--- src/rtl/i2cd_pkg.sv ---
package i2cd_pkg;
   typedef enum logic [2:0] {
      ST_IDLE,
      ST_ADDR,
      ST_AACK,
      ST_WBYTE,
      ST_WACK,
      ST_RBYTE,
      ST_RACK
   } i2cd_state_e;

   localparam int unsigned STRAP_BITS = 2;
   localparam int unsigned CTRL_BITS  = 2;
endpackage

--- src/rtl/i2cd_line_sync.sv ---
module i2cd_line_sync #(
   parameter int unsigned SYNC_STAGES = 2
) (
   input  logic clk,
   input  logic rst_n,
   input  logic scl_in,
   input  logic sda_in,
   output logic scl_lvl,
   output logic sda_lvl,
   output logic scl_rise,
   output logic scl_fall,
   output logic start_evt,
   output logic stop_evt
);
   localparam int unsigned TOP = SYNC_STAGES - 1;

   if (SYNC_STAGES < 2) begin : g_bad_stages
      $error("i2cd_line_sync: SYNC_STAGES must be at least 2");
   end

   logic [TOP:0] scl_chain, sda_chain;
   logic         scl_q, sda_q;

   always_ff @(posedge clk or negedge rst_n) begin
      if (!rst_n) begin
         scl_chain <= '1;
         sda_chain <= '1;
         scl_q     <= 1'b1;
         sda_q     <= 1'b1;
      end else begin
         scl_chain <= {scl_chain[TOP-1:0], scl_in};
         sda_chain <= {sda_chain[TOP-1:0], sda_in};
         scl_q     <= scl_chain[TOP];
         sda_q     <= sda_chain[TOP];
      end
   end

   assign scl_lvl   = scl_chain[TOP];
   assign sda_lvl   = sda_chain[TOP];
   assign scl_rise  = scl_lvl & ~scl_q;
   assign scl_fall  = ~scl_lvl & scl_q;
   assign start_evt = scl_lvl & scl_q & sda_q & ~sda_lvl;
   assign stop_evt  = scl_lvl & scl_q & ~sda_q & sda_lvl;


   start_stop_excl_chk: assert property (@(posedge clk) disable iff (!rst_n)
      start_evt |=> !stop_evt);
endmodule

--- src/rtl/i2cd_xfer_ctrl.sv ---
module i2cd_xfer_ctrl
   import i2cd_pkg::*;
#(
   parameter int unsigned        BYTE_W     = 8,
   parameter int unsigned        ADDR_TAG_W = 4,
   parameter logic [ADDR_TAG_W-1:0] ADDR_TAG = 4'b0111
) (
   input  logic              clk,
   input  logic              rst_n,
   input  logic              strap_x,
   input  logic              strap_y,
   input  logic              scl_lvl,
   input  logic              sda_lvl,
   input  logic              scl_rise,
   input  logic              scl_fall,
   input  logic              start_evt,
   input  logic              stop_evt,
   input  logic [BYTE_W-1:0] rd_byte,
   output logic              sda_pull,
   output logic              cmd_stb,
   output logic              ram_wr,
   output logic [BYTE_W-1:0] wr_byte,
   output logic              ram_rd
);
   localparam int unsigned CNT_W = $clog2(BYTE_W + 1);
   localparam logic [CNT_W-1:0] FULL = CNT_W'(BYTE_W);
   localparam logic [CNT_W-1:0] LAST = CNT_W'(BYTE_W - 1);

   if (ADDR_TAG_W + STRAP_BITS + CTRL_BITS != BYTE_W) begin : g_bad_layout
      $error("i2cd_xfer_ctrl: tag, strap and control bits must fill one byte");
   end

   i2cd_state_e       cur;
   logic [CNT_W-1:0]  cnt;
   logic [BYTE_W-1:0] shreg;
   logic              dc_q, rw_q, mack;
   logic              addr_hit;

   assign addr_hit = (shreg[BYTE_W-1:CTRL_BITS] == {ADDR_TAG, strap_x, strap_y});

   always_ff @(posedge clk or negedge rst_n) begin
      if (!rst_n) begin
         cur      <= ST_IDLE;
         cnt      <= '0;
         shreg    <= '0;
         dc_q     <= 1'b0;
         rw_q     <= 1'b0;
         mack     <= 1'b0;
         sda_pull <= 1'b0;
         cmd_stb  <= 1'b0;
         ram_wr   <= 1'b0;
         ram_rd   <= 1'b0;
         wr_byte  <= '0;
      end else begin
         cmd_stb <= 1'b0;
         ram_wr  <= 1'b0;
         ram_rd  <= 1'b0;
         if (start_evt) begin
            cur      <= ST_ADDR;
            cnt      <= '0;
            sda_pull <= 1'b0;
         end else if (stop_evt) begin
            cur      <= ST_IDLE;
            sda_pull <= 1'b0;
         end else begin
            case (cur)
               ST_ADDR, ST_WBYTE: begin
                  if (scl_rise && cnt != FULL) begin
                     shreg <= {shreg[BYTE_W-2:0], sda_lvl};
                     cnt   <= cnt + 1'b1;
                  end else if (scl_fall && cnt == FULL) begin
                     if (cur == ST_ADDR) begin
                        if (addr_hit) begin
                           sda_pull <= 1'b1;
                           dc_q     <= shreg[1];
                           rw_q     <= shreg[0];
                           cur      <= ST_AACK;
                        end else begin
                           cur <= ST_IDLE;
                        end
                     end else begin
                        sda_pull <= 1'b1;
                        wr_byte  <= shreg;
                        cmd_stb  <= ~dc_q;
                        ram_wr   <= dc_q;
                        cur      <= ST_WACK;
                     end
                  end
               end
               ST_AACK, ST_WACK: begin
                  if (scl_fall) begin
                     cnt <= '0;
                     if (cur == ST_AACK && rw_q) begin
                        shreg    <= rd_byte;
                        ram_rd   <= 1'b1;
                        sda_pull <= ~rd_byte[BYTE_W-1];
                        cur      <= ST_RBYTE;
                     end else begin
                        sda_pull <= 1'b0;
                        cur      <= ST_WBYTE;
                     end
                  end
               end
               ST_RBYTE: begin
                  if (scl_fall) begin
                     if (cnt == LAST) begin
                        sda_pull <= 1'b0;
                        cur      <= ST_RACK;
                     end else begin
                        cnt      <= cnt + 1'b1;
                        shreg    <= shreg << 1;
                        sda_pull <= ~shreg[BYTE_W-2];
                     end
                  end
               end
               ST_RACK: begin
                  if (scl_rise) begin
                     mack <= ~sda_lvl;
                  end else if (scl_fall) begin
                     cnt <= '0;
                     if (mack) begin
                        shreg    <= rd_byte;
                        ram_rd   <= 1'b1;
                        sda_pull <= ~rd_byte[BYTE_W-1];
                        cur      <= ST_RBYTE;
                     end else begin
                        cur <= ST_IDLE;
                     end
                  end
               end
               default: ;
            endcase
         end
      end
   end


   start_addr_chk: assert property (@(posedge clk) disable iff (!rst_n)
      start_evt |=> (cur == ST_ADDR));

   stop_release_chk: assert property (@(posedge clk) disable iff (!rst_n)
      stop_evt |=> !sda_pull);

   idle_quiet_chk: assert property (@(posedge clk) disable iff (!rst_n)
      (cur == ST_IDLE) |-> (!sda_pull && !cmd_stb && !ram_wr));

   cmd_pulse_chk: assert property (@(posedge clk) disable iff (!rst_n)
      cmd_stb |=> !cmd_stb);

   ram_pulse_chk: assert property (@(posedge clk) disable iff (!rst_n)
      ram_wr |=> !ram_wr);

   rd_pulse_chk: assert property (@(posedge clk) disable iff (!rst_n)
      ram_rd |=> !ram_rd);

   sda_scl_low_chk: assert property (@(posedge clk) disable iff (!rst_n)
      (sda_pull != $past(sda_pull)) |-> !$past(scl_lvl));
endmodule

--- src/rtl/disp_i2c_slave.sv ---
module disp_i2c_slave #(
   parameter int unsigned           SYNC_STAGES = 2,
   parameter int unsigned           BYTE_W      = 8,
   parameter int unsigned           ADDR_TAG_W  = 4,
   parameter logic [ADDR_TAG_W-1:0] ADDR_TAG    = 4'b0111
) (
   input  logic              clk,
   input  logic              rst_n,
   input  logic              strap_x,
   input  logic              strap_y,
   input  logic              scl_in,
   input  logic              sda_in,
   output logic              sda_pull,
   output logic              cmd_stb,
   output logic              ram_wr,
   output logic [BYTE_W-1:0] wr_byte,
   output logic              ram_rd,
   input  logic [BYTE_W-1:0] rd_byte
);
   logic scl_lvl, sda_lvl, scl_rise, scl_fall, start_evt, stop_evt;

   i2cd_line_sync #(.SYNC_STAGES(SYNC_STAGES)) u_sync (
      .clk       (clk),
      .rst_n     (rst_n),
      .scl_in    (scl_in),
      .sda_in    (sda_in),
      .scl_lvl   (scl_lvl),
      .sda_lvl   (sda_lvl),
      .scl_rise  (scl_rise),
      .scl_fall  (scl_fall),
      .start_evt (start_evt),
      .stop_evt  (stop_evt)
   );

   i2cd_xfer_ctrl #(
      .BYTE_W     (BYTE_W),
      .ADDR_TAG_W (ADDR_TAG_W),
      .ADDR_TAG   (ADDR_TAG)
   ) u_ctrl (
      .clk       (clk),
      .rst_n     (rst_n),
      .strap_x   (strap_x),
      .strap_y   (strap_y),
      .scl_lvl   (scl_lvl),
      .sda_lvl   (sda_lvl),
      .scl_rise  (scl_rise),
      .scl_fall  (scl_fall),
      .start_evt (start_evt),
      .stop_evt  (stop_evt),
      .rd_byte   (rd_byte),
      .sda_pull  (sda_pull),
      .cmd_stb   (cmd_stb),
      .ram_wr    (ram_wr),
      .wr_byte   (wr_byte),
      .ram_rd    (ram_rd)
   );
endmodule

--- config.mk ---
export PLATFORM = sky130hd
export DESIGN_NAME = disp_i2c_slave
export DESIGN_NICKNAME = d
export VERILOG_FILES = /design/src/rtl/i2cd_pkg.sv /design/src/rtl/i2cd_line_sync.sv /design/src/rtl/i2cd_xfer_ctrl.sv /design/src/rtl/disp_i2c_slave.sv
export SDC_FILE = /design/constraint.sdc
export NUM_CORES = 1
export LEC_CHECK = 0
export BUFFER_PORTS_ARGS = -buffer_cell sky130_fd_sc_hd__buf_2
export CORE_MARGIN = 3
export CORE_UTILIZATION = 25
export CTS_BUF_LIST = sky130_fd_sc_hd__clkbuf_4
export DETAILED_ROUTE_END_ITERATION = 7
export PLACE_DENSITY_LB_ADDON = 0.12
export SLEW_MARGIN = 10
export SYNTH_ARGS = -nofsm -noshare
export SYNTH_HDL_FRONTEND = slang
export SYNTH_SLANG_ARGS = --single-unit
--- constraint.sdc ---
create_clock -name clk -period 2.2 [get_ports clk]
set_input_delay 0.22 -clock clk [delete_from_list [all_inputs] [get_ports clk]]
set_output_delay 0.22 -clock clk [all_outputs]
set_load 0.01 [all_outputs]
* Word-level counts from Yosys, hierarchy flattened
Cells that the tools add are included.
Widths: inputs -> output; s select.
** Word-level totals
- Logic and storage cells :: 146
- Output and inout port bits :: 12
- Register bits after elaboration :: 36
- Input bits :: 14
** Operators by class
- Muxes and demuxes :: 65
- Bitwise gates (word level) :: 18
- Reductions and logical operators :: 15
- Eq/ne operators :: 32
- Add/sub/neg operators :: 1
** Operator list (number)
- $mux 8 :: 8
- $mux 3 :: 12
- $mux 1 :: 32
- $pmux 8 s4 :: 1
- $mux 4 :: 7
- $ne 4x3->1 const B :: 6
- $pmux 4 s4 :: 1
- $ne 2x1->1 const B :: 6
- $ne 4x4->1 const B :: 3
- $pmux 3 s4 :: 1
- $reduce_and 6->1 :: 2
- $not 1->1 :: 11
- $reduce_and 11->1 :: 1
- $eq 3x3->1 const B :: 3
- $reduce_and 9->1 :: 1
- $reduce_and 8->1 :: 1
- $and 1x1->1 :: 7
- $reduce_and 7->1 :: 1
- $eq 3x2->1 const B :: 2
- $eq 6x5->1 :: 1
- $ne 2x2->1 const B :: 3
- $ne 3x2->1 const B :: 2
- $ne 3x3->1 const B :: 2
- $reduce_bool 6->1 :: 1
- other kinds (13) :: 16

* Logic depth before layout (Yosys ltp)
Gate-level depths: netlist (run 1).
- Depth after elaboration :: 8
- Gate-level depth with buffers :: 7
- Mapped depth without buffers :: 7

* Hierarchy
From an unflattened synthesis (run 1), not the netlist that was laid out.
** Unflattened totals
- Cell total of the unflattened synthesis :: 168
- Area, all modules :: 1803.0 µm²
** Modules (own cells, without submodules)
- i2cd_xfer_ctrl :: area each 1612.8 µm², seq. area each 750.7 µm², cells each 158, times used 1
- i2cd_line_sync :: area each 190.2 µm², seq. area each 157.7 µm², cells each 10, times used 1

* Least setup slack after synthesis (run 1)
OpenSTA, ideal clock, no wires.
- Path type :: reg2reg
- From :: register u_ctrl.cnt[0]
- To :: register u_ctrl.shreg[0]
- Buffers on the path :: 0
- Stages on the path, launching flop included :: 6
- Path slack :: 0.349 ns
- Clock period less this slack :: 1.851 ns
- Setup time :: 0.125 ns
- Data required time :: 2.075 ns
- Arrival time :: 1.726 ns
- Path through :: dfrtp_1 -> ha_1 -> and3b_1 -> a21o_1 -> a211oi_4 -> mux2_2
** Between the ends
- Longest elaborated chain between the ends :: 4
- Elaborated cells on any way between the ends :: 6
- Those cells by class :: eq/ne (4); reduce/logical (2)
** RTL lines
- start, declared :: RTL line i2cd_xfer_ctrl.sv:34 : logic [CNT_W-1:0] cnt;
- start signal, assigned :: RTL line i2cd_xfer_ctrl.sv:70 : cnt <= cnt + 1'b1;
- start signal, assigned :: RTL line i2cd_xfer_ctrl.sv:110 : cnt <= cnt + 1'b1;
- $ne 4x4->1 :: RTL line i2cd_xfer_ctrl.sv:68 : if (scl_rise && cnt != FULL) begin
- $logic_and 1x1->1 :: RTL line i2cd_xfer_ctrl.sv:68
- $ne 2x1->1 (no line)
- $reduce_and 11->1 (no line) *
- end signal, assigned :: RTL line i2cd_xfer_ctrl.sv:69 : shreg <= {shreg[BYTE_W-2:0], sda_lvl};
- end signal, assigned :: RTL line i2cd_xfer_ctrl.sv:94 : shreg <= rd_byte;
- end signal, assigned :: RTL line i2cd_xfer_ctrl.sv:111 : shreg <= shreg << 1;
- end, declared :: RTL line i2cd_xfer_ctrl.sv:35 : logic [BYTE_W-1:0] shreg;
Every way passes the cells marked *; elsewhere a longest branch is shown, timed or not.
A chain may end at the register's enable or synchronous reset.

* Worst setup path in the final report (run 1)
- From :: register u_ctrl.cnt[0]
- To :: register u_ctrl.shreg[1]
The elaborated chain is that of the path after synthesis.

==> results of run 1 <==
[repair_timing]
action	4_1_cts	5_1_grt
endpoints found under the hold margin	32	0
setup buffers	0	1
hold buffers	3	0
setup endpoints to repair	0	3
[worst min-delay path by stage]
stage | cells past startpoint | to | slack, ns
finish | 3 | u_ctrl.shreg[3] | 0.22
global route | 3 | u_ctrl.shreg[1] | 0.21
CTS | 3 | u_ctrl.shreg[3] | 0.21
detailed placement | 1 | u_sync.sda_chain[0] | 0.33
global placement | 1 | u_sync.sda_chain[0] | 0.33
floorplan | 0 | u_ctrl.cmd_stb | -0.08
[per-layer routing]
metal	up-vias	wire, µm
met5	-	0
met4	0	69
met3	6	199
met2	36	1780
met1	636	1780
li1	629	-
[final cells by class]
cell class | instances | area, µm²
Sequential cell | 36 | 908
Clock buffer | 6 | 45.0
Inverter | 3 | 11.3
Timing Repair Buffer | 37 | 235
Fill cell | 735 | 4680
Multi-Input combinational cell | 110 | 825
Clock inverter | 2 | 11.3
Tap cell | 96 | 120
[power breakdown]
part / total, µW / internal (µW) / switching (µW)
registers: 902 / 777 / 125
logic: 361 / 222 / 138
clock network: 358 / 134 / 224
[registers in the layout, indices dropped and copies added (netlist names), 2 cells and up]
| register | cells |
|---|---|
| u_ctrl.cur | 3 |
| u_ctrl.wr_byte | 8 |
| u_ctrl.shreg | 8 |
| u_sync.scl_chain | 2 |
| u_ctrl.cnt | 4 |
| u_sync.sda_chain | 2 |
[per-stage QoR]
stage,power (µW),hold WS [ns],worst slack (ns),util [%],std cells
6_report,1620,0.224,0.263,31.6,290
5_1_grt,1740,0.212,0.123,31.6,290
4_1_cts,1650,0.209,0.144,31.3,289
3_5_place_dp,1270,0.326,0.143,30.0,278
3_3_place_gp,1270,0.325,0.181,30.0,278
2_1_floorplan,1140,-0.0756,0.349,-,153
[worst min-delay path: cells and delay by family]
kind / cells / cell delay, ns
multiplexers: 2 / 0.25
buffers and inverters: 1 / 0.07
[synth_stat cells, types with 2 or more instances]
master	instances	area [µm²]
a21o_1	3	22.5
a21oi_1	4	20.0
and3b_1	2	17.5
clkbuf_1	3	11.3
dfrtp_1	30	751
dfstp_2	6	158
ha_1	2	25.0
inv_1	3	11.3
mux2_2	25	282
mux2i_1	2	20.0
nand2_1	9	33.8
nand2b_1	2	12.5
nand3_1	9	45.0
nor2_1	9	33.8
nor2b_1	5	31.3
nor3_1	2	10.0
nor3b_1	2	15.0
o211ai_1	2	15.0
o21ai_0	10	50.1
o311a_1	2	20.0
xor2_1	2	17.5
[cells by family (layout without fill, tap and decap cells)]
kind of cell	after synthesis	after routing	share of synthesized area (%)
buffers and inverters	7	48	1.91
multiplexers	27	27	17.1
AND/OR/NAND/NOR	49	49	14.9
adder cells (fa/ha/maj)	2	2	1.42
flip-flops	36	36	51.4
XOR/XNOR	3	3	1.49
AO/OA/AOI/OAI	29	29	11.8
==> run_results.csv, run 1 <==
group,metric,value,unit
synthesis,synth-seq-area-share,51.4,%
timing,maxSlewHeadroom,45.2,%
die,initial_core_util,25.9,%
placement,placed_cell_area,2050,µm²
clock_tree,clk_pin_slew,0.11,ns
clock_tree,ctsResizeCount,0,
placement,numPortBuffers,25,
timing,worst_clock_skew,0.00897,ns
clock_tree,cts_root_buf,"clkbuf_4",
setup_path,crit_type,"reg2reg",
timing,setup_viol,0,
global_routing,grt_use_total,10.5,%
clock_tree,clk_path_buf_depth,2,
synthesis,netlist_area,1770,µm²
timing,finalCriticalPeriod,1.94,ns
setup_path,path_max_fanout,8,
min_path,hold_start,"rd_byte[3]",
synthesis,synth_edf_count,0,
route,firstDrtPassIters,4,
global_routing,use_met2,16.2,%
synthesis,synthCells,153,
run,max_cap_violations,0,
setup_path,worst-r2r-cell-count,6,
synthesis,postSynthAreaPerCell,11.5,µm²
placement,gp_congestion,0.859,
setup_path,r2r_start,"u_ctrl.cnt[0]",
route,ant_nets,0,
die,core,6830,µm²
synthesis,synth.distinct_cells,40,
route,routed_wl,3830,µm
setup_path,cp.required,2.44,ns
pwr,leakage,0.000988,µW
global_routing,antenna_found_initial,0,
clock_tree,cts_max_level,2,
global_routing,grt_pass1_wl,6880,µm
global_routing,grt_start_max_net_pins,37,
min_path,hold_path_class,"in2reg",
timing,worstMarginPinSlew,0.822,ns
timing,hold_viol_final,0,
die,rows,30,
global_routing,grt_overflow,0,
setup_path,cp-end-kind,"flip-flop",
timing,fin_crit_sh,88.0,%
setup_path,crit_family,"compound AO/OA/AOI/OAI gates",
clock_tree,cts.sinks,36,
setup_path,cp-startpoint,"u_ctrl.cnt[0]",
setup_path,worstPathArrival,2.18,ns
synthesis,ys_dominant_reg_cell,"dfrtp_1",
setup_path,path_buf_inv,1,
timing,clock.fmax,0.516,GHz
setup_path,cp-endpoint,"u_ctrl.shreg[1]",
setup_path,r2r-end,"u_ctrl.shreg[1]",
timing,final_max_slew_viol_count,0,
layout,drive_above_1_share,39.2,%
setup_path,worst-path-stages,6,
layout,fin_nets,209,
die,dieHeight,90.1,µm
setup_path,cp_cell_sequence,"ha_1 -> and3b_1 -> a21o_1 -> a211oi_4 -> buf_12 -> mux2_2",
layout,final_common_cell,"dfrtp_1",
clock_tree,cts_buffers,5,
layout,layout_common_cells,"dfrtp_1, mux2_2, buf_2",
synthesis,synthArstFlopShare,100,%
route,drc,0,
setup_path,cp_slowest_stage_delay,0.44,ns
status,status,"finished clean",
synthesis,synth_fp_nets,169,
setup_path,reg2reg_slack,0.26,ns
global_routing,grt_pass1_vias,1313,
route,viasPerCell,4.51,
layout,num_antenna_cells,0,
global_routing,grt_use_met1,14.0,%
die,die_w,90.1,µm
setup_path,startpoint_type,"flip-flop",
setup_path,cpMaxStageDelayCell,"dfrtp_1",
route,dr.first_iter.drc_count,55,
synthesis,postSynthRegisterBits,36,
route,vias,1307,
placement,dp_hpwl,2900,µm
timing,rsz0062_at_grt,"no",
global_routing,top_usage_layer,"met2",
die,die_area,8110,µm²
route,wire_per_inst,13.2,µm
timing,setup_tns,0,ns
pwr,irDropWorstVdd,0.344,mV
clock_tree,cts_tree,"done",
die,io-pin-count,26,
pwr,power.density,752,nW/µm²
synthesis,ys.warnings.count,0,
global_routing,use_met3,2.93,%
layout,final_area,2160,µm²
layout,area_growth,22.0,%
clock_tree,clkLatencyLatePin,0.34,ns
Note: power is estimated with default switching activity, not from simulation.
==> inputs of run 2 (changes only) <==
--- a/config.mk
+++ b/config.mk
@@ -7,10 +7,11 @@
 export LEC_CHECK = 0
 export BUFFER_PORTS_ARGS = -buffer_cell sky130_fd_sc_hd__buf_2
 export CORE_MARGIN = 3
-export CORE_UTILIZATION = 25
+export CORE_UTILIZATION = 55
 export CTS_BUF_LIST = sky130_fd_sc_hd__clkbuf_4
 export DETAILED_ROUTE_END_ITERATION = 7
 export PLACE_DENSITY_LB_ADDON = 0.12
+export REMOVE_ABC_BUFFERS = 1
 export SLEW_MARGIN = 10
 export SYNTH_ARGS = -nofsm -noshare
 export SYNTH_HDL_FRONTEND = slang
==> run 2 against run 1 <==
Compared with the run above:
- cell count down 20%
- core utilization up 40 points
- sequential share of layout area up 1.9 points
- critical path depth down 1
- worst hold slack better by 0.011 ns
- via count down 2.8%
- sequential power down 0.8%
- sequential cell count unchanged
- highest routed layer unchanged
==> run_results.csv, run 2 (synthesized netlist as in run 1, its figures left out) <==
group,metric,value,unit
status,status,"finished clean",
die,initial_core_util,60.9,%
placement,pre_cts_ws,0.128,ns
setup_path,cp-end-kind,"flip-flop",
clock_tree,ctsHoldBuffers,3,
pwr,sw_frac_of_total,27.7,%
route,routed_wl,3430,µm
global_routing,antenna_found_initial,0,
timing,setup_viol,0,
setup_path,reg2reg_slack,0.10,ns
pwr,leakage,0.000976,µW
layout,layout_common_cells,"dfrtp_1, mux2_2, buf_2",
pwr,p_sw,472,µW
setup_path,cp.required,2.42,ns
placement,numPortBuffers,25,
clock_tree,cts_max_level,2,
route,dr.first_iter.drc_count,36,
timing,hold_viol_final,0,
route,drc,0,
global_routing,grt_start_max_net_pins,37,
clock_tree,clkLatencyLatePin,0.33,ns
min_path,hold_path_class,"in2reg",
run,max_cap_violations,0,
setup_path,worst-r2r-cell-count,5,
timing,setup_tns,0,ns
min_path,hold_path_depth,3,
setup_path,crit_type,"reg2reg",
layout,area_growth,16.7,%
timing,worstMarginPinSlew,0.757,ns
die,rows,19,
clock_tree,clk_pin_slew,0.11,ns
route,viasPerCell,5.50,
global_routing,grt_pass1_vias,1266,
layout,num_antenna_cells,0,
clock_tree,ctsResizeCount,0,
layout,drive_above_1_share,38.1,%
layout,fin_nets,204,
global_routing,grt_use_total,18.8,%
die,io-pin-count,26,
route,wire_per_inst,14.8,µm
clock_tree,cts_tree,"done",
timing,clock.fmax,0.477,GHz
clock_tree,cts_buffers,5,
placement,dp_hpwl,2550,µm
die,die_area,3930,µm²
route,vias,1270,
global_routing,grt_pass1_wl,5820,µm
setup_path,worstPathArrival,2.32,ns
clock_tree,cts.sinks,36,
clock_tree,clk_path_buf_depth,2,
route,ant_nets,0,
die,dieHeight,62.7,µm
setup_path,path_max_fanout,8,
pwr,p_total,1700,µW
timing,worst_clock_skew,0.00916,ns
timing,setup_slack,0.103,ns
pwr,power.density,827,nW/µm²
placement,gp_congestion,0.965,
die,die_w,62.7,µm
timing,final_max_slew_viol_count,0,
pwr,seqPwrFrac,52.5,%
clock_tree,cts_root_buf,"clkbuf_4",
timing,finalCriticalPeriod,2.10,ns
timing,fin_crit_sh,95.3,%
pwr,p_int,1230,µW
die,core,2900,µm²
layout,largestRegisters,"u_ctrl.shreg: 8 flops, u_ctrl.wr_byte: 8 flops, u_ctrl.cnt: 4 flops",
pwr,power.share.clock,27.0,%
pwr,irDropWorstVdd,0.593,mV
pwr,p_comb_share,20.5,%
timing,rsz0062_at_grt,"no",
timing,maxSlewHeadroom,49.5,%
route,firstDrtPassIters,4,
global_routing,grt_overflow,0,
layout,final_common_cell,"dfrtp_1",
setup_path,startpoint_type,"flip-flop",
clock_tree,postCtsSetupBuffers,0,
-- run 2: metal layers --
| metal | GRT usage [%] | part of all wire (%) |
|---|---|---|
| met5 | 0 | 0 |
| met4 | 7.71 | 1.6 |
| met3 | 6.12 | 6.9 |
| met2 | 28.6 | 46 |
| met1 | 24.6 | 45 |
-- run 2: stage by stage --
stage               utilization [%]  area [µm²]  hold WS [ns]  cells
floorplan                         -        1740       -0.0756    149
global placement               67.3        1950         0.326    220
detailed placement             67.3        1950         0.329    220
CTS                            71.1        2060         0.223    231
global route                   71.1        2060         0.222    231
finish                         71.1        2060         0.236    231
-- run 2: power groups by stage --
stage | clock network (µW) | registers (µW) | logic, µW
5_1_grt | 511 | 916 | 392
3_5_place_dp | 0 | 907 | 348
2_1_floorplan | 0 | 877 | 257
6_report | 460 | 895 | 350
3_3_place_gp | 0 | 899 | 333
4_1_cts | 474 | 894 | 354
-- run 2: path summary, 6_finish.rpt --
path                                     start             endpoint
max reg2reg                       u_sync.scl_q      u_ctrl.shreg[7]
min reg2reg                u_sync.sda_chain[0]  u_sync.sda_chain[1]
min                                 rd_byte[1]      u_ctrl.shreg[1]
min in group asynchronous                rst_n        u_ctrl.ram_rd
max in group asynchronous                rst_n    u_ctrl.wr_byte[5]
max                               u_sync.scl_q      u_ctrl.shreg[7]
-- run 2: worst max-delay path, stage by stage, from the launching register on --
cell,delay [ns]
dfstp_2,0.57
or2b_1,0.26
nor2_1,0.17
nand2_1,0.13
a211oi_4,0.47
mux2_2,0.40
-- run 2: layout make-up --
type,count,area [µm²]
clock buffer,6,45.0
sequential,36,908
timing repair buffer,32,185
inverter,3,11.3
tap,42,52.6
fill,222,838
clock inverter,2,35.0
multi-input combinational,110,825
